--- config.mk ---
export PLATFORM = sky130hd
export DESIGN_NAME = pin_scan_top
export DESIGN_NICKNAME = d
export VERILOG_FILES = /design/src/rtl/pin_scan_pkg.sv /design/src/rtl/pin_scan_ctrl.sv /design/src/rtl/pin_scan_dp.sv /design/src/rtl/pin_scan_top.sv
export SDC_FILE = /design/constraint.sdc
export NUM_CORES = 1
export LEC_CHECK = 0
export BUFFER_PORTS_ARGS = -buffer_cell sky130_fd_sc_hd__buf_2
export CAP_MARGIN = 0
export CORE_ASPECT_RATIO = 1.4
export CORE_MARGIN = 10
export CORE_UTILIZATION = 28
export DETAILED_ROUTE_END_ITERATION = 8
export REMOVE_ABC_BUFFERS = 1
export SLEW_MARGIN = 20
export SYNTH_ARGS = -nofsm -noshare
export SYNTH_HDL_FRONTEND = slang
export SYNTH_SLANG_ARGS = --single-unit
--- constraint.sdc ---
create_clock -name clk -period 2.3 [get_ports clk]
set_input_delay 0.115 -clock clk [delete_from_list [all_inputs] [get_ports clk]]
set_output_delay 0.115 -clock clk [all_outputs]
set_load 0.05 [all_outputs]
--- src/rtl/pin_scan_pkg.sv ---
package pin_scan_pkg;
  localparam int POS_W  = 5;
  localparam int NEG_W  = 5;
  localparam int OFF_W  = 4;
  localparam int CNT_W  = 4;
  localparam int GAIN_W = 4;

  localparam int POS_LSB  = 0;
  localparam int NEG_LSB  = 8;
  localparam int CNT_LSB  = 16;
  localparam int OFF_LSB  = 20;
  localparam int GAIN_LSB = 24;

  localparam int GAIN_LAST_MULT = 4;
  localparam int GAIN_HALF      = 15;
  localparam int NEG_PIN_LAST   = 7;
  localparam int NEG_GND        = 24;
  localparam int NEG_IOGND      = 25;
  localparam int POS_PIN_LAST   = 19;
  localparam int POS_INT_FIRST  = 24;
  localparam int POS_INT_LAST   = 28;

  typedef struct packed {
    logic loadCfg;
    logic reload;
    logic step;
  } seqStrobe_t;
endpackage

--- src/rtl/pin_scan_ctrl.sv ---
module pin_scan_ctrl
  import pin_scan_pkg::*;
(
  input  logic       clk,
  input  logic       rstN,
  input  logic       wrEn,
  input  logic       wrProt,
  input  logic       convDone,
  input  logic       scanRestart,
  input  logic       scanActive,
  input  logic       atEnd,
  output seqStrobe_t strb,
  output logic       scanDone
);
  logic wrAllowed;
  logic wrapHit;

  assign wrAllowed = wrEn && !wrProt;
  assign wrapHit   = !wrAllowed && !scanRestart && convDone && scanActive && atEnd;

  always_comb begin
    strb = '0;
    if (wrAllowed) begin
      strb.loadCfg = 1'b1;
    end else if (scanRestart) begin
      strb.reload = 1'b1;
    end else if (convDone && scanActive) begin
      if (atEnd) strb.reload = 1'b1;
      else       strb.step   = 1'b1;
    end
  end

  always_ff @(posedge clk or negedge rstN) begin
    if (!rstN) scanDone <= 1'b0;
    else       scanDone <= wrapHit;
  end

  AST_DONE_PULSE: assert property (@(posedge clk) disable iff (!rstN)
    scanDone |=> !scanDone);
endmodule

--- src/rtl/pin_scan_dp.sv ---
module pin_scan_dp
  import pin_scan_pkg::*;
(
  input  logic              clk,
  input  logic              rstN,
  input  seqStrobe_t        strb,
  input  logic [31:0]       wrData,
  output logic [31:0]       rdData,
  output logic [POS_W-1:0]  posSel,
  output logic [NEG_W-1:0]  negSel,
  output logic [GAIN_W-1:0] gainSel,
  output logic              scanActive,
  output logic              atEnd,
  output logic              reservedSel,
  output logic              rangeErr
);
  localparam int SUM_W = POS_W + 2;

  logic [POS_W-1:0]  cfgPos;
  logic [NEG_W-1:0]  cfgNeg;
  logic [CNT_W-1:0]  cfgCnt;
  logic [GAIN_W-1:0] cfgGain;
  logic [OFF_W-1:0]  startOff;
  logic [OFF_W-1:0]  curOff;
  logic [OFF_W-1:0]  endOff;
  logic [SUM_W-1:0]  windowTop;
  logic              gainResv, negResv, posResv;

  always_ff @(posedge clk or negedge rstN) begin
    if (!rstN) begin
      cfgPos   <= '0;
      cfgNeg   <= '0;
      cfgCnt   <= '0;
      cfgGain  <= '0;
      startOff <= '0;
      curOff   <= '0;
    end else if (strb.loadCfg) begin
      cfgPos   <= wrData[POS_LSB +: POS_W];
      cfgNeg   <= wrData[NEG_LSB +: NEG_W];
      cfgCnt   <= wrData[CNT_LSB +: CNT_W];
      cfgGain  <= wrData[GAIN_LSB +: GAIN_W];
      startOff <= wrData[OFF_LSB +: OFF_W];
      curOff   <= wrData[OFF_LSB +: OFF_W];
    end else if (strb.reload) begin
      curOff   <= startOff;
    end else if (strb.step) begin
      curOff   <= curOff + OFF_W'(1);
    end
  end

  assign scanActive = (cfgCnt != '0);
  assign endOff     = startOff + OFF_W'(cfgCnt);
  assign atEnd      = (curOff == endOff);

  assign posSel  = cfgPos + POS_W'(curOff);
  assign negSel  = cfgNeg;
  assign gainSel = cfgGain;

  always_comb begin
    rdData = '0;
    rdData[POS_LSB  +: POS_W]  = cfgPos;
    rdData[NEG_LSB  +: NEG_W]  = cfgNeg;
    rdData[CNT_LSB  +: CNT_W]  = cfgCnt;
    rdData[OFF_LSB  +: OFF_W]  = curOff;
    rdData[GAIN_LSB +: GAIN_W] = cfgGain;
  end

  assign gainResv = (int'(cfgGain) > GAIN_LAST_MULT) && (int'(cfgGain) != GAIN_HALF);
  assign negResv  = !((int'(cfgNeg) <= NEG_PIN_LAST) || (int'(cfgNeg) == NEG_GND) ||
                      (int'(cfgNeg) == NEG_IOGND));
  assign posResv  = !((int'(posSel) <= POS_PIN_LAST) ||
                      ((int'(posSel) >= POS_INT_FIRST) && (int'(posSel) <= POS_INT_LAST)));
  assign reservedSel = gainResv || negResv || posResv;

  assign windowTop = SUM_W'(cfgPos) + SUM_W'(startOff) + SUM_W'(cfgCnt);
  assign rangeErr  = scanActive && (int'(windowTop) > POS_PIN_LAST);

  AST_OFF_WINDOW: assert property (@(posedge clk) disable iff (!rstN)
    scanActive |-> (OFF_W'(curOff - startOff) <= OFF_W'(cfgCnt)));
endmodule

--- src/rtl/pin_scan_top.sv ---
module pin_scan_top
  import pin_scan_pkg::*;
(
  input  logic        clk,
  input  logic        rstN,
  input  logic        wrEn,
  input  logic        wrProt,
  input  logic [31:0] wrData,
  input  logic        convDone,
  input  logic        scanRestart,
  output logic [31:0] rdData,
  output logic [4:0]  posSel,
  output logic [4:0]  negSel,
  output logic [3:0]  gainSel,
  output logic        scanDone,
  output logic        reservedSel,
  output logic        rangeErr
);
  seqStrobe_t strb;
  logic       scanActive;
  logic       atEnd;

  pin_scan_ctrl u_ctrl (
    .clk(clk), .rstN(rstN), .wrEn(wrEn), .wrProt(wrProt),
    .convDone(convDone), .scanRestart(scanRestart),
    .scanActive(scanActive), .atEnd(atEnd),
    .strb(strb), .scanDone(scanDone)
  );

  pin_scan_dp u_dp (
    .clk(clk), .rstN(rstN), .strb(strb), .wrData(wrData),
    .rdData(rdData), .posSel(posSel), .negSel(negSel), .gainSel(gainSel),
    .scanActive(scanActive), .atEnd(atEnd),
    .reservedSel(reservedSel), .rangeErr(rangeErr)
  );

  AST_PROT_HOLD: assert property (@(posedge clk) disable iff (!rstN)
    (wrEn && wrProt && !convDone && !scanRestart) |=> $stable(rdData));

  AST_SCAN_STEP: assert property (@(posedge clk) disable iff (!rstN)
    (convDone && !(wrEn && !wrProt) && !scanRestart && scanActive)
      |=> (scanDone || (rdData[23:20] == $past(rdData[23:20]) + 4'd1)));

  AST_IDLE_HOLD: assert property (@(posedge clk) disable iff (!rstN)
    (!scanActive && !(wrEn && !wrProt) && !scanRestart) |=> ($stable(rdData) && !scanDone));
endmodule

Word level (Yosys, flattened, before mapping). Cells that the tools add are included.

Bits in registers: 27. Bits of input ports: 38. Word-level logic and storage cells: 53.

$add $sub $neg: 5. Order comparisons: 6. Equal/unequal tests: 4. Multiplexer cells: 10. Reduce and logical (&&, ||, !) cells: 21.

Operator list (number): 4-bit two-way mux (3); 5-bit by 4-bit equality test with 1-bit output (second input constant) (2); 5-bit less-or-equal comparator (second input constant) (2); 1-bit logical AND (9); 7-bit by 4-bit adder with 7-bit output (1); 7-bit by 5-bit greater-than comparator with 1-bit output (second input constant) (1); 5-bit by 4-bit adder with 6-bit output (1); 5-bit by 4-bit adder with 5-bit output (1); 5-bit >= comparator (second input constant) (1); 5-bit by 3-bit less-or-equal comparator with 1-bit output (second input constant) (1); 1-bit zero test (5); 1-bit logical OR (5); 1-bit two-way mux (5); 4-bit by 1-bit adder with 4-bit output (second input constant) (1); 4-bit adder (1); 4-bit equality test (1); 4-bit by 3-bit greater-than comparator with 1-bit output (second input constant) (1); 2-bit two-way mux (2); 4-bit by 1-bit != test with 1-bit output (second input constant) (1); 4-bit nonzero test (1); 3-bit nonzero test (1).

Logic depth before layout (Yosys ltp). Gate-level depths: netlist of run 1.

Depth in word-level cells: 9. Gate-level depth with buffers: 11. Depth with buffers taken out: 11.

Modules after synthesis. From an unflattened synthesis of run 1, not the netlist that was laid out.

Cells, all modules: 179. Area total of the unflattened synthesis: 1888.1 um^2.

By module, submodules not included: pin_scan_dp (times used 1, cells an instance 171, area each 1800.5 um^2); pin_scan_ctrl (times used 1, cells an instance 8, area each 87.6 um^2).

Worst setup path before layout of run 1. No wires, ideal clock.

Kind: register -> output. Start point: register u_dp.curOff[0]. End point: output reservedSel. Arrival time: 3092 ps. Data required time: 2185 ps. Slack: -907 ps. Cell stages (with the launch flop): 9. Buffers on the path: 0. Cells stage by stage: dfrtp_1 > ha_1 > inv_1 > fa_1 > inv_1 > a21o_1 > a21oi_1 > xnor2_1 > a31o_1.

Word-level cells in the longest chain between the ends: 6. Elaborated cells on any way between the ends: 8. Classes of those cells: add/sub: 1; order compare: 3; reduce/logical: 4.

Ends and longest elaborated chain: start, declared (RTL line pin_scan_dp.sv:24) `logic [OFF_W-1:0] curOff;`; start signal, assigned (RTL line pin_scan_dp.sv:43) `curOff <= wrData[OFF_LSB +: OFF_W];`; start signal, assigned (RTL line pin_scan_dp.sv:45) `curOff <= startOff;`; start signal, assigned (RTL line pin_scan_dp.sv:47) `curOff <= curOff + OFF_W'(1);`; 5-bit by 4-bit adder with 5-bit output (*) (RTL line pin_scan_dp.sv:55) `assign posSel = cfgPos + POS_W'(curOff);`; via posSel[4] (RTL line pin_scan_top.sv:12) `output logic [4:0] posSel,`; 5-bit >= comparator / 5-bit less-or-equal comparator (equally long branches) (RTL line pin_scan_dp.sv:72) `((int'(posSel) >= POS_INT_FIRST) && (int'(posSel) <= POS_INT_LAST)));`; 1-bit logical AND (RTL line pin_scan_dp.sv:72); 1-bit logical OR (*) (RTL line pin_scan_dp.sv:71) `assign posResv = !((int'(posSel) <= POS_PIN_LAST) ||`; 1-bit zero test (*) (RTL line pin_scan_dp.sv:71); 1-bit logical OR (*) (RTL line pin_scan_dp.sv:73) `assign reservedSel = gainResv || negResv || posResv;`; end, declared (RTL line pin_scan_top.sv:16) `output logic reservedSel,`.

The timed path passes the listed nets; every way through them passes the cells marked *.

Worst setup path after layout of run 1.
Start point: register u_dp.startOff[0]. End point: output rangeErr.

Word-level cells in the longest chain between the ends: 4.

Ends and longest elaborated chain: start, declared (RTL line pin_scan_dp.sv:23) `logic [OFF_W-1:0] startOff;`; start signal, assigned (RTL line pin_scan_dp.sv:42) `startOff <= wrData[OFF_LSB +: OFF_W];`; 5-bit by 4-bit adder with 6-bit output (RTL line pin_scan_dp.sv:75) `assign windowTop = SUM_W'(cfgPos) + SUM_W'(startOff) + SUM_W'(cfgCnt);`; 7-bit by 4-bit adder with 7-bit output (RTL line pin_scan_dp.sv:75); 7-bit by 5-bit greater-than comparator with 1-bit output (RTL line pin_scan_dp.sv:76) `assign rangeErr = scanActive && (int'(windowTop) > POS_PIN_LAST);`; 1-bit logical AND (RTL line pin_scan_dp.sv:76); end, declared (RTL line pin_scan_top.sv:17) `output logic rangeErr`.

Every way passes these cells.

==> qor.csv, run 1 <==
metric;value;unit
status;finished with violations;
failing checks;negative setup slack;
CTS clock-pin slew for the worst setup and hold paths;0.10;ns
CTS tree;built;
Synth top area share;0.323;
die area;0.0114;sq mm
Post-DRT Antenna Nets;0;
maximum vdd drop;0.553;mV
Worst-Margin Slew;0.663;ns
Min-Delay Path Class;input port to flip-flop;
Clk Latency, worst-skew pair;0.28;ns
PD cells;957;mW/mm^2
Crit Path Max Fanout;2;
Netlist cell types;44;
total global routing overflow;0;
crit path kind;flip-flop to output port;
ant diodes;0;
Max-cap violations;0;
Tmin final;2.74;ns
WHS Path Cells;3;
Initial Utilization;0.286;
DR WL/cell;15.2;um
DRC Markers;0;
# H-tree levels;1;
Power, Total;2.77;mW
GRT Util Overall;0.112;
Setup-failing EPs final;3;
global-route wire length before repair;10.3;mm
total number of vias;1941;
Die Span Y;122;um
M1 WL;2.50;mm
share of layout cells above drive strength 1;0.415;
largest cells by area after synthesis;dfrtp_1 (32%), nand2_1 (11%), ha_1 (10%);
DP HPWL;4.99;mm
RSZ-0062 raised after global routing;yes;
CTS root buffer;clkbuf_8;
Layout fillers;766;
Mapped Area;0.00209;sq mm
R2R Setup Slk;0;ns
final period utilization;1.19;
1st-pass router iterations;4;
R2R cell count;9;
Slew headroom;0.558;
Hold Vio Cnt, Final;0;
Critical Path RT;2.18;ns
RePlAce Congestion;0.804;
Final Util;0.396;
vias in the first global route;2079;
FF-to-FF End;u_dp.curOff[3];
pin count of the biggest net entering global routing;28;
DR WL met3;367;um
# port buffers;66;
Syn Inst Count;243;
clk buf depth;2;
Cell Chain, Critical Path;ha_2, fa_2, ha_4, a21oi_2, nor2b_2, xor2_1, a311oi_1, o2bb2ai_1, buf_4;
Iter 0 DRT Violations;79;
synth warn;0;
final setup margin;-0.443;ns
Pleak;1.47;nW
Area Overhead vs Synth;38.3;%
hold endpoint;u_dp.cfgCnt[0];
CP Data Arrival Time;2.63;ns
Via density;4.57;
core area;0.00731;sq mm
area leader, netlist;dfrtp_1;
CTS sink count;27;
FMAX;365;MHz
DR WL met2;3.50;mm
Critical Path Slowest Stage Cell;fa_2;
hold_sp;wrData[16];
Seq cells post-synth;27;
final WL;6.45;mm
mean post-synth cell area;8.61;sq um
Reg-to-Reg Start;u_dp.startOff[0];
Async SR Flop Fraction;1.00;
final-stage net count;388;
antenna violations before repair;0;
Post-synth EDFFs;0;
Slew Limit Fails;0;
register area share after synthesis;0.323;
CTS Buf Count;3;
die width;93.1;um
Clock Skew;0.00568;ns
Crit. End Element;output port;
ys flop type;dfrtp_1;
row count;37;
io pins;87;
Setup crit start kind;flip-flop;
top sig layer;met4;
Max stage delay on crit path;0.57;ns
what timing repair did:
| action | in CTS | in global routing |
|---|---|---|
| cloned | 0 | 0 |
| hold endpoints to repair | 27 | 0 |
| setup buffers | 8 | 3 |
| hold buffers | 1 | 0 |
| setup endpoints to repair | 3 | 8 |
| gates resized for setup | 21 | 24 |
| pin swaps | 18 | 18 |
critical path: cells and delay by family (launching register included):
| family | cells | cell delay, ns |
|---|---|---|
| compound gates | 3 | 0.50 |
| simple gates | 1 | 0.16 |
| xor+xnor | 1 | 0.07 |
| buf+inv | 1 | 0.22 |
| fa+ha+maj | 3 | 0.98 |
| flops | 1 | 0.41 |
logic make-up (layout without fill, tap and decap cells):
| logic type | count (synthesis) | count (layout) | synth area share |
|---|---|---|---|
| buffers and inverters | 37 | 113 | 0.101 |
| flip-flops | 27 | 27 | 0.323 |
| AO/OA/AOI/OAI | 47 | 47 | 0.159 |
| XOR/XNOR | 18 | 18 | 0.0879 |
| adder cells (fa/ha/maj) | 21 | 21 | 0.140 |
| other | 1 | 10 | 0.00179 |
| AND/OR/NAND/NOR | 92 | 92 | 0.188 |
state kept, by name, summed over array words and instances, names as in the netlist:
signal	flops
u_ctrl.scanDone	1
u_dp.cfgCnt	4
u_dp.cfgPos	5
u_dp.curOff	4
u_dp.gainSel	4
u_dp.negSel	5
u_dp.startOff	4
cells in the mapped netlist, types with 3 or more instances:
library cell and count:
ha_1 17, xnor2_1 8, nand3b_1 3, nor3_1 5
nand2_1 63, a21oi_1 12, nor2_1 9, fa_1 4
dfrtp_1 27, nand3_1 5, buf_4 19, o21ai_0 11
clkbuf_1 6, xor2_1 8, inv_1 11, a21o_1 5
nor2b_1 3
placed cells by master, fill, tap and decap left out, types with 2 or more instances in the layout:
cell type,Yosys,final
nand2_1,63,63
buf_2,1,62
buf_4,19,27
dfrtp_1,27,26
o21ai_0,11,11
ha_1,17,10
conb_1,1,10
nor2_1,9,9
inv_1,11,8
a21oi_1,12,8
xor2_1,8,8
buf_6,0,8
a21o_1,5,5
xnor2_1,8,5
nand3_1,5,5
ha_4,0,5
xnor2_2,1,4
inv_2,0,3
a21oi_2,1,3
nand3b_1,3,3
nor3_1,5,3
fa_2,0,3
clkbuf_8,0,3
a21oi_4,0,2
nor2b_2,0,2
nor3_2,0,2
a211oi_2,1,2
ha_2,0,2
power by group:
group,internal [mW],switching [mW]
Combinational,0.676,1.18
Sequential,0.540,0.0852
Clock,0.122,0.163
Total,1.34,1.43
how the worst max path moves through the flow:
stage                                start           to  cells after the start
final                     u_dp.startOff[0]     rangeErr                      9
after floorplan             u_dp.curOff[0]  reservedSel                      8
after global routing      u_dp.startOff[0]     rangeErr                     13
after global placement      u_dp.cfgPos[0]     rangeErr                      9
after detailed placement    u_dp.cfgPos[0]     rangeErr                      9
after CTS                   u_dp.cfgPos[1]     rangeErr                     11
routing by layer:
metal  vias up  GRT usage
li1        959          -
met1       917      0.116
met2        60      0.214
met3         5     0.0269
met4         0     0.0338
met5         -          0
area by class of cell:
| type | count | area, sq um | share of cell area |
|---|---|---|---|
| clock buffers | 3 | 41.3 | 0.0143 |
| inverters | 11 | 41.3 | 0.0143 |
| multi-input cells | 188 | 1400 | 0.482 |
| well taps | 97 | 121 | 0.0419 |
| flip-flops and latches | 27 | 677 | 0.234 |
| repair buffers | 98 | 613 | 0.212 |
| clock inverters | 1 | 5.00 | 0.00173 |
metrics by stage:
step	std cells	setup slack, ns	hold WS (ns)	instance area [sq um]	setup TNS [ns]
CTS	424	-0.525	0.00975	2770	-0.751
floorplan	226	-0.907	-0.181	1960	-2.47
global placement	411	-0.244	0.188	2580	-0.244
global route	425	-0.616	0.00524	2900	-1.43
finish	425	-0.443	0.0188	2900	-0.633
detailed placement	411	-0.365	0.191	2580	-0.365
(Power assumes the default switching activity.)
==> run 2, diff against run 1 <==
--- a/config.mk
+++ b/config.mk
@@ -11,6 +11,7 @@
 export CORE_MARGIN = 10
 export CORE_UTILIZATION = 28
 export DETAILED_ROUTE_END_ITERATION = 8
+export MAX_ROUTING_LAYER = met4
 export REMOVE_ABC_BUFFERS = 1
 export SLEW_MARGIN = 20
 export SYNTH_ARGS = -nofsm -noshare
==> run 2 against run 1 <==
Net effect:
- the flow still finishes with violations (negative setup slack)
- non-clock buffer count unchanged
- via count up 0.52%
- register-to-register slack about the same
- design area unchanged
- first-iteration DRC count up 24%
- setup slack worse by 0.0048 ns
- global-route usage up 0.34 points
- power up 0.16%
- largest cell class unchanged
- largest power group unchanged
- highest routed layer unchanged
==> qor.csv, run 2 (synthesized netlist as in run 1, its figures left out) <==
metric;value;unit
status;finished with violations;
failing checks;negative setup slack;
global-route wire length before repair;10.3;mm
DRC Markers;0;
DR WL met3;331;um
Post-DRT Antenna Nets;0;
M1 WL;2.58;mm
area occupied by multi-input gates;0.00140;sq mm
die width;93.1;um
Slew Limit Fails;0;
# H-tree levels;1;
placed instance area;0.00258;sq mm
PD cells;958;mW/mm^2
ant diodes;0;
TNS Setup;-0.641;ns
core area;0.00731;sq mm
Die Span Y;122;um
CTS clock-pin slew for the worst setup and hold paths;0.11;ns
Min-Delay Path Class;input port to flip-flop;
R2R Setup Slk;-0.01;ns
antenna violations before repair;0;
most common cell after layout, fill and taps aside;nand2_1;
Final Util;0.396;
total number of vias;1951;
Pleak;1.47;nW
DR WL met2;3.53;mm
row count;37;
vias in the first global route;2084;
top sig layer;met4;
Worst-Margin Slew;0.672;ns
Crit Path Max Fanout;2;
share of layout cells above drive strength 1;0.415;
pin count of the biggest net entering global routing;28;
DR WL/cell;15.3;um
Critical Path RT;2.18;ns
RePlAce Congestion;0.816;
Tmin final;2.75;ns
final WL;6.52;mm
DP HPWL;4.99;mm
Setup crit start;u_dp.startOff[0];
Sequential Area;677;sq um
final period utilization;1.19;
hold_sp;wrData[16];
most frequent cells in the layout;nand2_1 (63), buf_2 (62), buf_4 (27);
CTS Buf Count;3;
Reg-to-Reg Start;u_dp.startOff[0];
final-stage net count;388;
CTS root buffer;clkbuf_8;
Hold Vio Cnt, Final;0;
Design Area, Final;0.00290;sq mm
crit path kind;flip-flop to output port;
Setup crit start kind;flip-flop;
Iter 0 DRT Violations;98;
Crit. End Element;output port;
maximum vdd drop;0.553;mV
CTS tree;built;
FMAX;364;MHz
Via density;4.59;
clk buf depth;2;
# port buffers;66;
1st-pass router iterations;4;
Clock Skew;0.00935;ns
Layout fillers;766;
CTS sink count;27;
Setup-failing EPs final;4;
Max-cap violations;0;
final setup margin;-0.447;ns
Clk Latency, worst-skew pair;0.28;ns
die area;0.0114;sq mm
Slew headroom;0.552;
worst slack at placement;-0.365;ns
GRT Util Overall;0.115;
Initial Utilization;0.286;
CP Data Arrival Time;2.63;ns
RSZ-0062 raised after global routing;yes;
total global routing overflow;0;
io pins;87;
Area Overhead vs Synth;38.3;%
run 2: cell counts in the layout (fill, tap and decap cells not counted):
Identical to the previous run, type by type.
run 2: repair_timing:
| item | 4_1_cts | 5_1_grt |
|---|---|---|
| pin swaps | 18 | 18 |
| endpoints found under the hold margin | 27 | 0 |
| gates resized for setup | 21 | 24 |
| setup endpoints to repair | 3 | 8 |
| hold buffers | 1 | 0 |
| setup buffers | 8 | 3 |
| cloned | 0 | 0 |
run 2: final timing paths:
check,end,cells past startpoint
worst max-delay path,rangeErr,9
worst min-delay path,u_dp.cfgCnt[0],3
worst max register to register,u_dp.curOff[3],9
worst min register to register,u_dp.negSel[0],2
max in group asynchronous,u_dp.cfgPos[1],2
min in group asynchronous,u_dp.cfgPos[4],2
run 2: through the flow:
step / total power, mW / cells / hold WS [ns]
4_1_cts: 2.65 / 424 / 0.00975
3_5_place_dp: 2.24 / 411 / 0.191
2_1_floorplan: 1.80 / 226 / -0.181
6_report: 2.77 / 425 / 0.0149
3_3_place_gp: 2.22 / 411 / 0.188
5_1_grt: 2.96 / 425 / 0.00524
run 2: final cells by class:
type,instances,share of cell area
Timing Repair Buffer,98,0.212
Tap cell,97,0.0419
Clock buffer,3,0.0143
Inverter,11,0.0143
Sequential cell,27,0.234
Multi-Input combinational cell,188,0.482
Clock inverter,1,0.00173
run 2: power by group:
part | switching, mW | leakage [nW] | internal (mW)
combinational | 1.19 | 1.11 | 0.676
clock | 0.166 | 0.0255 | 0.122
sequential | 0.0854 | 0.330 | 0.540
run 2: per-layer routing:
layer  track usage  up-vias
met5             -        -
met4        0.0338        0
met3        0.0214        5
met2         0.214       67
met1         0.120      919
li1              -      960
run 2: critical path: stages (launching register included):
cell and delay [ns]:
dfrtp_1 0.42, ha_2 0.20, fa_2 0.57, ha_4 0.21, a21oi_2 0.12, nor2b_2 0.16, xor2_1 0.07, a311oi_1 0.23
o2bb2ai_1 0.15, buf_4 0.22
==> run 3, diff against run 2 <==
==> constraint.sdc (replaced) <==
create_clock -name clk -period 3.2 [get_ports clk]
set_input_delay 0.16 -clock clk [delete_from_list [all_inputs] [get_ports clk]]
set_output_delay 0.16 -clock clk [all_outputs]
set_load 0.05 [all_outputs]
==> run 3 against run 2 <==
Net effect:
- sequential power shrank 24%
- power decreased by 37%
- sequential share of layout area up 3.9 points
- flip-flop and latch count did not move
- the flow now finishes without violations
- non-clock buffer count is 30 lower
- clock power down 27%
- worst hold slack gained 0.046 ns
- critical path depth stayed put
- die area did not move
- clock-buffer cell count unchanged
- clock skew decreased by 0.0025 ns
==> qor.csv, run 3 (synthesized netlist as in run 1, its figures left out) <==
metric;value;unit
Crit Path Max Fanout;5;
worst hold slack;0.0607;ns
Clk Latency, worst-skew pair;0.28;ns
Area Overhead vs Synth;18.8;%
Design Area, Final;0.00249;sq mm
Hold Vio Cnt, Final;0;
maximum vdd drop;0.408;mV
die width;93.1;um
DRC Markers;0;
Post-CTS Setup Inserts;0;
Critical Path RT;3.04;ns
1st-pass router iterations;4;
Via density;4.66;
GRT Util Overall;0.106;
ant diodes;0;
Setup crit start kind;flip-flop;
# port buffers;66;
Max-cap violations;0;
Final Util;0.340;
DR WL/cell;15.1;um
CTS tree;built;
GRT Max-Usage Layer;met2;
TNS Setup;0;ns
total global routing overflow;0;
total number of vias;1840;
Setup-failing EPs final;0;
final WL;5.97;mm
placed instance area;0.00242;sq mm
CTS sink count;27;
io pins;87;
pin count of the biggest net entering global routing;28;
share of layout cells above drive strength 1;0.285;
vias in the first global route;1875;
PD cells;706;mW/mm^2
Worst-Margin Slew;0.854;ns
CTS clock-pin slew for the worst setup and hold paths;0.11;ns
Slew Limit Fails;0;
Crit. End Element;output port;
Pleak;1.29;nW
most frequent cells in the layout;buf_2 (65), nand2_1 (63), dfrtp_1 (25);
worst slack at placement;0.419;ns
FMAX;330;MHz
Initial Utilization;0.286;
Iter 0 DRT Violations;123;
status;complete, no violations;
row count;37;
crit path kind;flip-flop to output port;
DP HPWL;4.72;mm
antenna violations before repair;0;
met1 Usage GRT;0.120;
RePlAce Congestion;0.823;
Clock Skew;0.00681;ns
global-route wire length before repair;9.57;mm
die area;0.0114;sq mm
Min-Delay Path Class;input port to flip-flop;
Post-DRT Antenna Nets;0;
Slew headroom;0.430;
most common cell after layout, fill and taps aside;buf_2;
Layout fillers;803;
clk buf depth;2;
CP Data Arrival Time;2.87;ns
final period utilization;0.948;
Die Span Y;122;um
# H-tree levels;1;
Tmin final;3.03;ns
CTS root buffer;clkbuf_8;
CTS Buf Count;3;
met3 Usage GRT;0.0220;
final setup margin;0.166;ns
core area;0.00731;sq mm
met2 Usage GRT;0.185;
final-stage net count;358;
-- run 3: cell types whose count changed in the layout (fill, tap and decap cells not counted), sizes merged --
cell / delta
clkbuf: +1
buf: -31
-- run 3: layout make-up --
| class | instances | area, sq um | share of cell area |
|---|---|---|---|
| multi-input combinational | 188 | 1250 | 0.502 |
| sequential | 27 | 678 | 0.273 |
| timing repair buffer | 68 | 350 | 0.141 |
| tap | 97 | 121 | 0.0488 |
| clock buffer | 3 | 41.3 | 0.0166 |
| inverter | 11 | 41.3 | 0.0166 |
| clock inverter | 1 | 5.00 | 0.00201 |
-- run 3: where the power goes --
group	switching, mW	internal [mW]	total (mW)
clock	0.123	0.0876	0.210
combinational	0.743	0.328	1.07
sequential	0.0866	0.388	0.475
total	0.952	0.804	1.76
-- run 3: final timing paths --
kind	endpoint	slack, ns	cells after the start	start
max in group asynchronous	u_dp.startOff[0]	2.27	2	rstN
max reg2reg	u_dp.curOff[0]	0.90	8	u_dp.cfgCnt[0]
min reg2reg	u_dp.negSel[0]	0.51	2	u_dp.negSel[0]
min	u_dp.gainSel[2]	0.06	3	wrData[26]
min in group asynchronous	u_dp.cfgPos[4]	0.44	2	rstN
max	rangeErr	0.17	9	u_dp.cfgPos[0]
-- run 3: stage by stage --
step | instances | power (mW)
after global routing | 395 | 1.88
after CTS | 395 | 1.76
after detailed placement | 390 | 1.54
after floorplan | 226 | 1.29
final | 395 | 1.76
after global placement | 390 | 1.52
-- run 3: repair_timing --
action	in CTS	in global routing
resized for setup	0	6
hold endpoints to repair	27	0
hold buffers	1	0
endpoints found under the setup margin	0	1
-- run 3: worst max-delay path, cell delays in order (launching register included) --
cell and delay, ns:
dfrtp_2 0.46, ha_1 0.22, fa_1 0.49, fa_1 0.47, a21o_1 0.21, a21oi_2 0.17
nand2_1 0.08, a32oi_1 0.20, o2bb2ai_1 0.08, clkbuf_4 0.22
-- run 3: routing by layer --
| layer | vias up | wire length (um) |
|---|---|---|
| met2 | 58 | 3130 |
| met3 | 4 | 298 |
| met4 | 0 | 47 |
| met5 | - | 0 |
| met1 | 879 | 2490 |
| li1 | 899 | - |
